===== src/rtl/dma_arb_pkg.sv =====
package dma_arb_pkg;

    localparam int PRIO_W  = 2;
    localparam int NUM_LVL = 4;
    localparam int ACT_W   = 3;

    typedef logic [PRIO_W-1:0] prio_t;

    typedef enum logic [ACT_W-1:0] {
        EV_NONE   = 3'd0,
        EV_TRIG   = 3'd1,
        EV_GATE   = 3'd2,
        EV_ARM    = 3'd3,
        EV_SUSP   = 3'd4,
        EV_RESUME = 3'd5,
        EV_SKIP   = 3'd6
    } ev_act_e;

    typedef struct packed {
        logic pend;
        logic susp;
        logic skip;
        logic armed;
    } ch_state_t;

    function automatic ev_act_e decode_act(input logic [ACT_W-1:0] code);
        case (code)
            3'd1:    return EV_TRIG;
            3'd2:    return EV_GATE;
            3'd3:    return EV_ARM;
            3'd4:    return EV_SUSP;
            3'd5:    return EV_RESUME;
            3'd6:    return EV_SKIP;
            default: return EV_NONE;
        endcase
    endfunction

endpackage


===== src/rtl/dma_trig_latch.sv =====
module dma_trig_latch
    import dma_arb_pkg::*;
#(
    parameter int NUM_CH     = 12,
    parameter int NUM_EVCH   = 4,
    parameter int NUM_PERIPH = 8,
    parameter int SEL_W      = 4
) (
    input  logic                      clk,
    input  logic                      rst,
    input  logic [NUM_CH-1:0]         sw_trig,
    input  logic [NUM_CH-1:0]         sw_resume,
    input  logic [NUM_PERIPH-1:0]     periph_trig,
    input  logic [NUM_CH*SEL_W-1:0]   periph_sel,
    input  logic [NUM_EVCH-1:0]       ev_in,
    input  logic [NUM_EVCH*ACT_W-1:0] ev_act,
    input  logic [NUM_CH-1:0]         clr_mask,
    input  logic [NUM_CH-1:0]         susp_mask,
    output logic [NUM_CH-1:0]         pending,
    output logic [NUM_CH-1:0]         suspended
);

    for (genvar c = 0; c < NUM_CH; c++) begin : g_ch
        ch_state_t  st, st_n;
        logic       ev;
        ev_act_e    act;
        logic       p_line;
        logic       gate_ok;
        logic [SEL_W-1:0] sel;

        assign sel = periph_sel[c*SEL_W +: SEL_W];

        if (c < NUM_EVCH) begin : g_ev
            assign ev  = ev_in[c];
            assign act = decode_act(ev_act[c*ACT_W +: ACT_W]);
        end else begin : g_noev
            assign ev  = 1'b0;
            assign act = EV_NONE;
        end

        always_comb begin
            p_line = 1'b0;
            for (int i = 0; i < NUM_PERIPH; i++) begin
                if (sel == SEL_W'(i + 1)) p_line = periph_trig[i];
            end
        end

        always_comb begin
            case (act)
                EV_GATE: gate_ok = ev;
                EV_ARM:  gate_ok = st.armed;
                default: gate_ok = 1'b1;
            endcase
        end

        always_comb begin
            st_n = st;
            // a request already pending absorbs every new trigger
            if (clr_mask[c])
                st_n.pend = 1'b0;
            else if (sw_trig[c] || (p_line && gate_ok) || (ev && act == EV_TRIG))
                st_n.pend = 1'b1;

            if (act == EV_ARM)
                st_n.armed = (st.armed && !p_line) || ev;
            else
                st_n.armed = 1'b0;

            if (susp_mask[c] && !st.skip) st_n.susp = 1'b1;
            if (ev && act == EV_SUSP)     st_n.susp = 1'b1;
            if (sw_resume[c] || (ev && act == EV_RESUME)) st_n.susp = 1'b0;

            st_n.skip = (st.skip && !susp_mask[c]) || (ev && act == EV_SKIP);
        end

        always_ff @(posedge clk) begin
            if (rst) st <= '0;
            else     st <= st_n;
        end

        assign pending[c]   = st.pend;
        assign suspended[c] = st.susp;
    end

endmodule


===== src/rtl/dma_prio_pick.sv =====
module dma_prio_pick
    import dma_arb_pkg::*;
#(
    parameter int NUM_CH = 12,
    parameter int IDX_W  = $clog2(NUM_CH)
) (
    input  logic                     clk,
    input  logic                     rst,
    input  logic [NUM_CH-1:0]        eligible,
    input  logic [NUM_CH*PRIO_W-1:0] prio_flat,
    input  logic                     take,
    output logic                     win_valid,
    output logic [IDX_W-1:0]         win_idx,
    output logic [NUM_CH-1:0]        win_onehot
);

    prio_t            prio [NUM_CH];
    logic [NUM_LVL-1:0] lvl_any;
    prio_t            top_lvl;
    logic [IDX_W-1:0] last [NUM_LVL];

    for (genvar c = 0; c < NUM_CH; c++) begin : g_prio
        assign prio[c] = prio_flat[c*PRIO_W +: PRIO_W];
    end

    always_comb begin
        lvl_any = '0;
        for (int c = 0; c < NUM_CH; c++) begin
            if (eligible[c]) lvl_any[prio[c]] = 1'b1;
        end
        top_lvl = '0;
        for (int l = 0; l < NUM_LVL; l++) begin
            if (lvl_any[l]) top_lvl = PRIO_W'(l);
        end
    end

    // search upward from the last winner of the top level; nearest wins
    always_comb begin
        win_idx = '0;
        for (int k = NUM_CH; k >= 1; k--) begin
            int pos;
            pos = int'(last[top_lvl]) + k;
            if (pos >= NUM_CH) pos = pos - NUM_CH;
            if (eligible[pos] && prio[pos] == top_lvl) win_idx = IDX_W'(pos);
        end
    end

    assign win_valid  = |eligible;
    assign win_onehot = win_valid ? (NUM_CH'(1) << win_idx) : '0;

    always_ff @(posedge clk) begin
        if (rst) begin
            for (int l = 0; l < NUM_LVL; l++) last[l] <= IDX_W'(NUM_CH - 1);
        end else if (take) begin
            last[top_lvl] <= win_idx;
        end
    end

endmodule


===== src/rtl/dma_req_arbiter.sv =====
module dma_req_arbiter
    import dma_arb_pkg::*;
#(
    parameter  int NUM_CH     = 12,
    parameter  int NUM_EVCH   = 4,
    parameter  int NUM_PERIPH = 8,
    localparam int SEL_W      = $clog2(NUM_PERIPH + 1),
    localparam int IDX_W      = $clog2(NUM_CH)
) (
    input  logic                        clk,
    input  logic                        rst,
    input  logic [NUM_CH-1:0]           sw_trig,
    input  logic [NUM_CH-1:0]           sw_resume,
    input  logic [NUM_PERIPH-1:0]       periph_trig,
    input  logic [NUM_CH*SEL_W-1:0]     periph_sel,
    input  logic [NUM_EVCH-1:0]         ev_in,
    input  logic [NUM_EVCH*ACT_W-1:0]   ev_act,
    input  logic [NUM_CH-1:0]           ch_enable,
    input  logic [NUM_CH*PRIO_W-1:0]    ch_prio,
    input  logic                        beat_done,
    input  logic                        unit_done,
    input  logic                        done_suspend,
    output logic [NUM_CH-1:0]           grant,
    output logic                        grant_valid,
    output logic [IDX_W-1:0]            grant_idx,
    output logic [NUM_CH-1:0]           pending,
    output logic [NUM_CH-1:0]           suspended
);

    logic              advance;
    logic              finish;
    logic [NUM_CH-1:0] clr_mask;
    logic [NUM_CH-1:0] susp_mask;
    logic [NUM_CH-1:0] eligible;
    logic              win_valid;
    logic [IDX_W-1:0]  win_idx;
    logic [NUM_CH-1:0] win_onehot;

    assign finish    = grant_valid && beat_done && unit_done;
    assign clr_mask  = finish ? grant : '0;
    assign susp_mask = (finish && done_suspend) ? grant : '0;
    assign advance   = !grant_valid || beat_done;
    assign eligible  = pending & ch_enable & ~suspended & ~clr_mask & ~susp_mask;

    dma_trig_latch #(
        .NUM_CH(NUM_CH), .NUM_EVCH(NUM_EVCH),
        .NUM_PERIPH(NUM_PERIPH), .SEL_W(SEL_W)
    ) u_latch (
        .clk(clk), .rst(rst),
        .sw_trig(sw_trig), .sw_resume(sw_resume),
        .periph_trig(periph_trig), .periph_sel(periph_sel),
        .ev_in(ev_in), .ev_act(ev_act),
        .clr_mask(clr_mask), .susp_mask(susp_mask),
        .pending(pending), .suspended(suspended)
    );

    dma_prio_pick #(.NUM_CH(NUM_CH), .IDX_W(IDX_W)) u_pick (
        .clk(clk), .rst(rst),
        .eligible(eligible), .prio_flat(ch_prio),
        .take(advance && win_valid),
        .win_valid(win_valid), .win_idx(win_idx), .win_onehot(win_onehot)
    );

    always_ff @(posedge clk) begin
        if (rst) begin
            grant       <= '0;
            grant_valid <= 1'b0;
            grant_idx   <= '0;
        end else if (advance) begin
            grant       <= win_onehot;
            grant_valid <= win_valid;
            grant_idx   <= win_idx;
        end
    end

endmodule


===== config.mk =====
export PLATFORM = sky130hd
export DESIGN_NAME = dma_req_arbiter
export DESIGN_NICKNAME = d
export VERILOG_FILES = /design/src/rtl/dma_arb_pkg.sv /design/src/rtl/dma_trig_latch.sv /design/src/rtl/dma_prio_pick.sv /design/src/rtl/dma_req_arbiter.sv
export SDC_FILE = /design/constraint.sdc
export NUM_CORES = 1
export LEC_CHECK = 0
export BUFFER_PORTS_ARGS = -buffer_cell sky130_fd_sc_hd__buf_2
export CORE_ASPECT_RATIO = 0.9
export CORE_UTILIZATION = 50
export DETAILED_ROUTE_END_ITERATION = 12
export PLACE_DENSITY_LB_ADDON = 0.25
export REMOVE_ABC_BUFFERS = 1
export SYNTH_ARGS = -nofsm -noshare
export SYNTH_HDL_FRONTEND = slang
export SYNTH_SLANG_ARGS = --single-unit
export TNS_END_PERCENT = 20

===== constraint.sdc =====
create_clock -name clk -period 18 [get_ports clk]
set_clock_uncertainty 0.05 [all_clocks]
set_input_delay 1.8 -clock clk [delete_from_list [all_inputs] [get_ports clk]]
set_output_delay 1.8 -clock clk [all_outputs]
set_load 0.01 [all_outputs]

### After elaboration in Yosys (flattened, before gate mapping)

Memories as Yosys holds them, arrays and structs flattened.
Index checks and enable logic that the tools add are counted.

* bits in registers: 57
* bits in latches: 0
* memory bits (writable): 16
* memory bits (read-only): 0
* memories: 1

Memories
* u_pick.last: words 4, bits a word 4, rd ports 1, clocked after memory_dff 0, wr ports 4, line dma_prio_pick.sv:20 `logic [IDX_W-1:0] last [NUM_LVL];`

* add/sub/neg operators: 24
* multiply operators: 0
* divide/modulo/power cells: 0
* order comparisons: 60
* equal/unequal tests: 156
* shifts and indexed selects: 1
* multiplexer cells: 258
* bitwise logic cells: 34
* reductions and logical operators: 168

Operators with widths (number)
* $ge A32 B5 Y1 const B: 24
* $lt A32 B6 Y1 const B: 12
* $mux W32: 12
* $not A32 Y32: 12
* $sub A32 B5 Y32 const B: 12
* $eq A4 B3 Y1 const B: 48
* $mux W1: 147
* $mux W4: 25
* $bmux W2 S4: 12
* $eq A4 B2 Y1 const B: 24
* $logic_and A1 B1 Y1: 76
* $eq A3 B3 Y1 const B: 24
* $pmux W3 S6: 4
* $reduce_or A2 Y1: 28
* $mux W2: 27
* $and A12 B12 Y12: 4
* $bmux W1 S4: 12
* $eq A3 B2 Y1 const B: 16
* $eq A4 B1 Y1 const B: 12
* $eq A4 B4 Y1 const B: 12
* $or A4 B4 Y4: 11
* $lt A2 B3 Y1 const B: 12
* $mux W12: 3
* $not A12 Y12: 3
* 16 further kinds: 129

### Logic depth before layout (Yosys ltp)

Gate-level depths: netlist (run 1).
An unclocked memory read counts as a cell.

* depth in word-level cells: 56
* mapped depth: 36
* mapped depth without buffers: 27

### Hierarchy

Synthesis (run 1) repeated with hierarchy kept, for this count alone.

* cell total of the unflattened synthesis: 1226
* area total of the unflattened synthesis: 10122.2 µm²

By module, submodules not included
* dma_prio_pick: times used 1, cells an instance 810, area an instance 6277.3 µm², sequential area each 480.5 µm²
* dma_trig_latch: times used 1, cells an instance 287, area an instance 2692.6 µm², sequential area each 800.8 µm²
* dma_req_arbiter: times used 1, cells an instance 129, area an instance 1152.4 µm², sequential area each 340.3 µm²

### Least setup slack after synthesis (run 1)

OpenSTA, ideal clock, no wires.

* kind: input port to flip-flop
* start point: in unit_done
* end point: reg grant[1]
* setup time: 0.101 ns
* data arrival time: 8.261 ns
* path slack: 9.588 ns
* stages on the path: 35
* path buffers: 10
* cell sequence: and3_1 > buf_4 > buf_6 > a21o_2 > o221ai_1 > or4_1 > buf_2 > o211ai_1 > a221o_1 > buf_4 > inv_2 > buf_2 > buf_2 > buf_2 > ha_1 > clkbuf_1 > inv_1 > or3_1 > o311a_1 > nand2_1 > inv_1 > ha_1 > a211o_1 > or3_1 > clkbuf_1 > a21bo_1 > a211oi_1 > o32ai_1 > nor3_2 > nor2_1 > a21oi_1 > nand4_1 > and2_1 > buf_2 > o41ai_1

* cells in the longest elaborated chain, start to end: 55
* elaborated cells on any way between the ends: 206

RTL lines
* start: declaration: line dma_req_arbiter.sv:21 `input logic unit_done,`
* $logic_and A1 B1 Y1 (*): line dma_req_arbiter.sv:39 `assign finish = grant_valid && beat_done && unit_done;`
* $mux W12 / $logic_and A1 B1 Y1 (equally long branches): line dma_req_arbiter.sv:40, dma_req_arbiter.sv:41
* $not A12 Y12 / $mux W12 (equally long branches): line dma_req_arbiter.sv:43, dma_req_arbiter.sv:41
* $and A12 B12 Y12 / $not A12 Y12 (equally long branches): line dma_req_arbiter.sv:43 `assign eligible = pending & ch_enable & ~suspended & ~clr_mask & ~susp_mask;`
* $and A12 B12 Y12 (*): line dma_req_arbiter.sv:43
* $mux W4: line dma_prio_pick.sv:29 `if (eligible[c]) lvl_any[prio[c]] = 1'b1;`
* $or A4 B4 Y4 (no source line)
* $mux W4: line dma_prio_pick.sv:29
* (+27 left out)
* $not A32 Y32 (implied by the code): line dma_prio_pick.sv:44 `if (eligible[pos] && prio[pos] == top_lvl) win_idx = IDX_W'(pos);`
* $bmux W2 S4: line dma_prio_pick.sv:44
* $mux W2 (implied by the code) (2 in a row): line dma_prio_pick.sv:44
* $eq A2 B2 Y1: line dma_prio_pick.sv:44
* $logic_and A1 B1 Y1: line dma_prio_pick.sv:44
* $mux W4 (12 in a row): line dma_prio_pick.sv:44
* $shl A1 B4 Y12: line dma_prio_pick.sv:49 `assign win_onehot = win_valid ? (NUM_CH'(1) << win_idx) : '0;`
* $mux W12 (*): line dma_prio_pick.sv:49
* end signal: assignment: line dma_req_arbiter.sv:70 `grant <= win_onehot;`
* end: declaration: line dma_req_arbiter.sv:23 `output logic [NUM_CH-1:0] grant,`

Mark *: on every way between the ends. The rest lies on a longest branch, timed or not. The select of a mux whose other input is x is not followed.
A chain may end at the register's enable or synchronous reset.

### Worst setup path after layout (run 1)

* start point: in beat_done
* end point: reg grant[8]

* cells in the longest elaborated chain, start to end: 56
* elaborated cells on any way between the ends: 208

RTL lines
* start: declaration: line dma_req_arbiter.sv:20 `input logic beat_done,`
* $logic_and A1 B1 Y1 (2 in a row): line dma_req_arbiter.sv:39
* $mux W12 / $logic_and A1 B1 Y1 (equally long branches): line dma_req_arbiter.sv:40, dma_req_arbiter.sv:41
* $not A12 Y12 / $mux W12 (equally long branches): line dma_req_arbiter.sv:43, dma_req_arbiter.sv:41
* $and A12 B12 Y12 / $not A12 Y12 (equally long branches): line dma_req_arbiter.sv:43
* $and A12 B12 Y12: line dma_req_arbiter.sv:43
* $mux W4: line dma_prio_pick.sv:29
* $or A4 B4 Y4 (no source line)
* $mux W4: line dma_prio_pick.sv:29
* (+27 left out)
* $not A32 Y32 (implied by the code): line dma_prio_pick.sv:44
* $bmux W2 S4: line dma_prio_pick.sv:44
* $mux W2 (implied by the code) (2 in a row): line dma_prio_pick.sv:44
* $eq A2 B2 Y1: line dma_prio_pick.sv:44
* $logic_and A1 B1 Y1: line dma_prio_pick.sv:44
* $mux W4 (12 in a row): line dma_prio_pick.sv:44
* $shl A1 B4 Y12: line dma_prio_pick.sv:49
* $mux W12: line dma_prio_pick.sv:49

Parallel ways exist; a longest one is shown, timed or not. The select of a mux whose other input is x is not followed.

==> impl_metrics.ini, run 1 <==
[sta]
post-route-period-util_pct = 56.1
relSlewSlack_pct = 29.0
drv_slew = 0
rsz0062_at_grt = false
period_needed_ps = 10100
fmax_ghz = 0.0990
worst_pin_slew_ps = 1060
setup_violations = 0
hold_violations = 0
finalSetupTns_ps = 0

[route]
vias = 10700
drtAntennaViolNets = 0
drc_errors = 0
drt-pass1-iter-count = 8
wl_per_cell_um = 24.0
drt_iter0_drc = 1317
drt-total-wl_um = 37000
routed_via_density = 6.91

[floorplan]
io_pins = 178
fp.dieH_um = 133
coreArea_sq_um = 18500
die_w_um = 147
die_area_sq_um = 19500
rows = 47
initial_core_util_pct = 51.3

[grt]
overflow = 0
grt_max_degree = 63
grt_usage_pct = 37.5
grt_pass1_wl_um = 56300
grt_pass1_vias = 9595
antenna_found_initial = 0

[logic_synthesis]
synth_top_area_share_pct = 12.1
synth-seq-cells = 73
avgSynthCellArea_sq_um = 8.02
synthTopCellsByArea = dfxtp_1 12%, mux4_2 7.4%, mux2i_1 5.5%, edfxtp_1 5.1%, nand2_1 5.0%
ys_seq_area_share_pct = 17.1
synth-simple-area-share_pct = 27.5
synthDistinctLibCells = 109
synth_edf_count = 16
yosys.area_share.xor_xnor_pct = 2.03
synth.area.mux_share_pct = 14.2
yosys_warnings = 0
ys.flop_type = dfxtp_1
async_reset_ff_share_pct = 0
synthAdderAreaFrac_pct = 2.77
yosys.area.top_type = dfxtp_1
syn-cell-area_sq_um = 9470
synth_top_family_by_area = compound AO/OA/AOI/OAI gates
synthCells = 1181
synth_compound_area_share_pct = 28.9

[flow_run]
cap_viol_max_count = 0

[layout]
final_cell_mix = 177 x buf_2, 127 x nand2_1, 80 x nor2_1, 67 x a21oi_1, 57 x dfxtp_1
nNetsFinal = 1450
area_growth_syn_to_layout_pct = 11.2
final_common_cell = buf_2
final_layout_size_suffix_gt1_share_pct = 22.6

[power]
p_total_mw = 2.20
peakVddDrop_uv = 179
p_leak_nw = 4.25
power_density_nw_per_um2 = 209

[critical_path]
worst-endpoint-arrival_ps = 10300
r2r_end = grant[8]
reg2reg_slack_ps = 8990
critical_path.startpoint_type = input port
r2r_start = grant_valid
slowest_stage = or4_1
crit_path_max_fanout = 62
required_ps = 18200
r2r_cells = 28
cp-end-kind = flip-flop
slowest_delay_ps = 710
worstSetupPathType = in2reg

[placement]
hpwl_um = 28700
io_buffers = 177
gp_congestion = 1.03

[cts]
ctsHtreeMaxLevel = 3
cts_tree = yes
clock_sinks = 73
cts_buffers = 9
clock_latency_ps = 350
clk_pin_slew_ps = 70
ctsHoldBuffers = 0
root_buffer = clkbuf_16
cts_setup_buffers = 0
clockBufferDepth = 2
cts_resized = 0

[worst_hold_path]
hold_start = grant_idx[2]
hp-class = reg2reg
whs_endpoint = grant_idx[2]
whs_path_depth = 2

[run_status]
status = complete, no violations
-- registers in the layout, summed over array words and instances (netlist names) --
| name | count |
|---|---|
| grant | 12 |
| grant_idx | 4 |
| grant_valid | 1 |
| u_latch.g_ch.st | 16 |
| u_pick.last | 16 |
| u_latch.suspended | 12 |
| u_latch.pending | 12 |
-- logic make-up after synthesis --
| family | count (synthesis) |
|---|---|
| muxes | 94 |
| buffers and inverters | 134 |
| xor gates and xnor gates | 22 |
| and+or+nand+nor | 476 |
| adders and majority gates | 21 |
| DFF | 73 |
| AOI/OAI and AO/OA | 361 |
-- worst max path at each step --
stage,from,slack [ps],end,cells after the start
2_1_floorplan,unit_done,7830,grant[1],25
3_3_place_gp,beat_done,7900,grant[8],29
3_5_place_dp,beat_done,7860,grant[8],29
4_1_cts,beat_done,8200,grant[8],29
5_1_grt,beat_done,7490,grant[8],29
6_report,beat_done,7900,grant[8],29
-- stage by stage --
stage	utilization, %	instances	setup slack [ps]	hold slack, ps	area [sq um]
after global routing	57.0	1542	7490	429	10500
after floorplan	-	1091	7830	376	8930
final	57.0	1543	7900	400	10500
after global placement	55.4	1526	7900	390	10200
after detailed placement	55.4	1526	7860	380	10200
after CTS	57.0	1542	8200	396	10500
-- layer usage --
metal  global-route usage, %  part of all wire [%]  up-vias
met4                    14.3                   3.3        0
met2                    53.2                    42      702
met5                       0                     0        -
met3                    11.8                    13       77
li1                        -                     -     4853
met1                    52.5                    42     5035
-- worst max-delay path: cells and delay by family --
family	cells	cell delay [ps]
mux	1	270
fa+ha+maj	2	760
buf+inv	6	2110
simple gates	12	2980
compound gates	8	2280
-- cells in the mapped netlist, types with 16 or more instances --
master,count
nand2_1,127
nor2_1,80
a21oi_1,68
dfxtp_1,57
mux2i_1,52
nor3_1,48
nand3b_1,43
inv_1,38
clkbuf_1,36
o21ai_0,36
a211oi_1,35
buf_4,31
mux4_2,31
nand3_1,25
nand4_1,25
ha_1,21
xnor2_1,21
o211ai_1,19
a21o_1,18
or3_1,17
and2_1,16
edfxtp_1,16
-- power by group --
part,internal (mW),switching (mW),total (mW)
Combinational,0.624,1.18,1.80
Sequential,0.198,0.0228,0.220
Clock,0.104,0.0791,0.183
-- final cells by class --
type / instances / area (sq um)
fill: 1745 / 7930
multi-input combinational: 974 / 7150
sequential: 73 / 1620
timing repair buffer: 190 / 983
tap: 245 / 307
clock buffer: 10 / 250
inverter: 44 / 168
clock inverter: 6 / 53.8
antenna: 1 / 2.50
No activity file was read; power rests on OpenSTA's default activity.
==> inputs of run 2 (changes only) <==
- ABC_AREA: unset -> 1
- clock period: 18 -> 8.5 ns (I/O delays scaled with it)
==> run 2 against run 1 <==
Via count rose by 1.1%. Synthesized area fell by 5.9%. First-iteration DRC count barely moved. Sequential share of layout area rose by 0.82 points.
==> impl_metrics.ini, run 2 <==
[cts]
cts_tree = yes
cts_buffers = 9
root_buffer = clkbuf_16
clock_sinks = 73
clock_latency_ps = 350
clk_pin_slew_ps = 60
ctsHoldBuffers = 0
cts_resized = 0
clockBufferDepth = 2
ctsHtreeMaxLevel = 3
cts_setup_buffers = 0

[worst_hold_path]
hp-class = reg2reg
whs_path_depth = 2

[floorplan]
die_area_sq_um = 18400
initial_core_util_pct = 51.9
die_w_um = 143
rows = 45
io_pins = 178
fp.dieH_um = 129
coreArea_sq_um = 17200

[critical_path]
reg2reg_slack_ps = 1050
r2r_cells = 35
slowest_stage = dfxtp_1
worst-endpoint-arrival_ps = 7490
worstSetupPathType = reg2reg
slowest_delay_ps = 950
r2r_end = u_pick.last[2][3]
cp-end-kind = flip-flop
crit_path_max_fanout = 58
endpoint = u_pick.last[2][3]
critPathLaunch = grant_valid
critical_path.startpoint_type = flip-flop
required_ps = 8540
cp_common_cell = nand2_1
r2r_start = grant_valid

[logic_synthesis]
ys.flop_type = dfxtp_1
netlist_top_cells_count = 448 x nand2_1, 189 x nand3_1, 182 x inv_1
synth_most_common_cell = nand2_1
synthCells = 1520
synth-seq-cells = 73
ys_seq_area_share_pct = 18.2
yosys.area.top_type = nand2_1
synthTopCellsByArea = nand2_1 19%, dfxtp_1 13%, nand3_1 11%, inv_1 7.7%, edfxtp_1 5.4%
avgSynthCellArea_sq_um = 5.86
syn-cell-area_sq_um = 8910
yosys_warnings = 0
synth_edf_count = 16
synthDistinctLibCells = 55
async_reset_ff_share_pct = 0
synth_top_area_share_pct = 18.9

[route]
drt-pass1-iter-count = 10
drtAntennaViolNets = 0
vias = 10800
drt_iter0_drc = 1316
drc_errors = 0
routed_via_density = 5.71
drt-total-wl_um = 32100
wl_per_cell_um = 17.0

[grt]
grt_max_degree = 59
grt_pass1_wl_um = 49300
overflow = 0
antenna_found_initial = 1
grt_pass1_vias = 9245
grt_usage_pct = 34.9

[layout]
multi_input_area_sq_um = 6090
regArea_sq_um = 1620
area_growth_syn_to_layout_pct = 12.2
nNetsFinal = 1806
top_regs = u_latch.g_ch.st (16), u_pick.last (16)
final_layout_size_suffix_gt1_share_pct = 18.1
final_common_cell = nand2_1
fillers = 1703
final_cell_mix = 448 x nand2_1, 189 x nand3_1, 182 x inv_1, 177 x buf_2, 106 x nor2_1

[sta]
post-route-period-util_pct = 87.7
period_needed_ps = 7450
rsz0062_at_grt = false
finalSetupTns_ps = 0
setup_violations = 0
worst_pin_slew_ps = 1030
fmax_ghz = 0.134
drv_slew = 0
hold_violations = 0
relSlewSlack_pct = 31.3

[run_status]
status = complete, no violations

[flow_run]
cap_viol_max_count = 0

[placement]
io_buffers = 177
hpwl_um = 25700
gp_congestion = 1.07
run 2: cell types whose count changed after synthesis, sizes merged, moves of 19 or more:
cell | before | now
a211oi | 35 | 9
a21o | 19 | 0
inv | 43 | 208
mux2i | 52 | 0
mux4 | 31 | 0
nand2 | 128 | 481
nand3 | 26 | 195
nand3b | 43 | 1
nand4 | 25 | 58
nor2 | 80 | 118
nor3 | 50 | 29
o21ai | 41 | 117
xnor2 | 21 | 1
run 2: cells by family (layout without fill, tap and decap cells):
kind of cell	Yosys count	count (layout)	synth area share, %
xor+xnor	16	16	2.37
other cells	0	1	0
buf+inv	273	406	13.4
fa+ha+maj	21	21	2.95
simple gates	896	896	46.8
compound gates	241	241	16.2
flops	73	73	18.2
run 2: metal layers:
layer	GRT usage (%)	wire, um
met1	50.2	14300
met2	52.6	13300
met3	8.67	3950
met4	6.96	574
met5	0	13
run 2: how the worst min path moves through the flow:
| stage | startpoint | endpoint |
|---|---|---|
| 3_5_place_dp | u_latch.g_ch[9].st[1] | u_latch.g_ch[9].st[1] |
| 6_report | u_latch.g_ch[9].st[1] | u_latch.g_ch[9].st[1] |
| 4_1_cts | u_latch.g_ch[9].st[1] | u_latch.g_ch[9].st[1] |
| 2_1_floorplan | u_latch.g_ch[10].st[1] | u_latch.g_ch[10].st[1] |
| 5_1_grt | u_latch.g_ch[4].st[1] | u_latch.g_ch[4].st[1] |
| 3_3_place_gp | u_latch.g_ch[10].st[1] | u_latch.g_ch[10].st[1] |
run 2: cell type report:
cell class / count / area share [%]
antenna: 1 / 0.0250
clock inverter: 6 / 0.663
sequential: 73 / 16.2
tap: 235 / 2.94
inverter: 210 / 7.88
multi-input combinational: 1174 / 60.9
clock buffer: 10 / 2.29
timing repair buffer: 180 / 9.09
run 2: critical path: cells and delay by family, from the launching register on:
kind | cells | cell delay, ps
AOI/OAI and AO/OA | 2 | 830
xor gates and xnor gates | 1 | 340
adders and majority gates | 2 | 500
buffers and inverters | 3 | 540
DFF | 1 | 950
and+or+nand+nor | 27 | 3940
run 2: per-stage QoR:
step	hold WS, ps	instances	util (%)	setup slack (ps)	area, sq um
after floorplan	371	1457	-	2370	8500
after global placement	377	1872	56.5	991	9700
after detailed placement	383	1872	56.5	1080	9700
after CTS	392	1888	58.2	1280	10000
after global routing	408	1888	58.2	520	10000
final	390	1889	58.2	1050	10000
Power of run 2 is left out: the tool's default activity adds up to more than one toggle a clock period on the data nets, which glitch-free logic cannot reach.
==> inputs of run 3 (changes only) <==
- CORE_ASPECT_RATIO: 0.9 -> 0.8
- HOLD_SLACK_MARGIN: unset -> 0.02
==> run 3 against run 2 <==
Sequential cell count stayed put. Clock-buffer cell count is 1 higher. First-iteration DRC count is 5.6% lower. Wire length is 1.8% higher. Setup slack better by 600 ps. Utilization is 0.39 points lower. Hold slack better by 2.3 ps. Critical path depth is 7 higher. Final cell count is 0.37% lower. Non-clock buffer count is 3 higher. Sequential share of layout area is 0.085 points lower.
==> impl_metrics.ini, run 3 (synthesized netlist as in run 2, its figures left out) <==
[run_status]
status = complete, no violations

[sta]
hold_violations = 0
drv_slew = 0
fmax_ghz = 0.146
setup_violations = 0
relSlewSlack_pct = 32.9
worst_pin_slew_ps = 1000
rsz0062_at_grt = false
period_needed_ps = 6860
fin_hold_ws_ps = 392
post-route-period-util_pct = 80.7
finalSetupTns_ps = 0
worst_slack_ps = 1640

[cts]
ctsHtreeMaxLevel = 3
root_buffer = clkbuf_16
cts_resized = 0
cts_tree = yes
clock_latency_ps = 340
clk_pin_slew_ps = 70
clock_sinks = 73
cts_setup_buffers = 0
ctsHoldBuffers = 0
cts_buffers = 9
clockBufferDepth = 2

[route]
drt-total-wl_um = 32700
drt_iter0_drc = 1242
vias = 10900
routed_via_density = 5.81
wl_per_cell_um = 17.4
drt-pass1-iter-count = 7
drtAntennaViolNets = 0
drc_errors = 0

[floorplan]
die_area_sq_um = 18400
fp.dieH_um = 121
rows = 43
initial_core_util_pct = 51.3
die_w_um = 151
io_pins = 178
coreArea_sq_um = 17400

[critical_path]
critical_path.startpoint_type = flip-flop
worstSetupPathType = reg2reg
critPathLaunch = grant_valid
r2r_start = grant_valid
r2r_end = u_pick.last[1][0]
reg2reg_slack_ps = 1640
cp_common_cell = nand2_1
r2r_cells = 42
crit_path_max_fanout = 18
worst-endpoint-arrival_ps = 6900
endpoint = u_pick.last[1][0]
cp-end-kind = flip-flop
slowest_stage = dfxtp_1
required_ps = 8540
slowest_delay_ps = 920

[grt]
grt_usage_pct = 36.3
antenna_found_initial = 2
grt_pass1_vias = 9564
overflow = 0
grt_max_degree = 56
grt_pass1_wl_um = 51400

[placement]
gp_congestion = 0.996
io_buffers = 177
dp_slack_ps = 1610
hpwl_um = 26400

[layout]
area_growth_syn_to_layout_pct = 12.8
final_layout_size_suffix_gt1_share_pct = 18.3
final_cell_mix = 448 x nand2_1, 189 x nand3_1, 182 x inv_1, 177 x buf_2, 106 x nor2_1
multi_input_area_sq_um = 6090
utilization_pct = 57.8
final_common_cell = nand2_1
top_regs = u_latch.g_ch.st (16), u_pick.last (16)
nNetsFinal = 1809
regArea_sq_um = 1620
fillers = 1706

[worst_hold_path]
hp-class = reg2reg

[flow_run]
cap_viol_max_count = 0
[run 3: metal layers]
metal	global-route usage [%]	part of all wire [%]	up-vias
li1	-	-	5314
met1	54.8	46	4904
met2	50.9	40	674
met3	8.83	13	34
met4	7.63	1.3	0
met5	0	0	-
[run 3: through the flow]
stage | instance area, sq um | cells
4_1_cts | 10000 | 1881
2_1_floorplan | 8500 | 1457
6_report | 10100 | 1882
3_5_place_dp | 9710 | 1865
3_3_place_gp | 9710 | 1865
5_1_grt | 10000 | 1881
[run 3: worst max-delay path: cells and delay by family, from the launching register on]
kind	cells	cell delay, ps
DFF	1	920
and+or+nand+nor	33	4060
adders and majority gates	2	500
xor gates and xnor gates	1	160
buffers and inverters	5	700
AOI/OAI and AO/OA	1	170
[run 3: cell type report]
type	count	area share, %
diodes	1	0.0249
clock buffers	11	2.53
clock inverters	5	0.834
inverters	210	7.84
multi-input cells	1174	60.6
flip-flops and latches	73	16.1
well taps	225	2.80
repair buffers	183	9.26
[run 3: worst min-delay path by stage]
stage | from | to | slack (ps) | depth (start not counted)
2_1_floorplan | u_latch.g_ch[10].st[1] | u_latch.g_ch[10].st[1] | 370 | 2
3_3_place_gp | u_latch.g_ch[6].st[1] | u_latch.g_ch[6].st[1] | 380 | 2
3_5_place_dp | u_latch.g_ch[7].st[1] | u_latch.g_ch[7].st[1] | 380 | 2
4_1_cts | u_latch.g_ch[7].st[1] | u_latch.g_ch[7].st[1] | 390 | 2
5_1_grt | u_latch.g_ch[9].st[1] | u_latch.g_ch[9].st[1] | 410 | 2
6_report | u_latch.g_ch[9].st[1] | u_latch.g_ch[9].st[1] | 390 | 2
Power of run 3 is left out for the same reason.
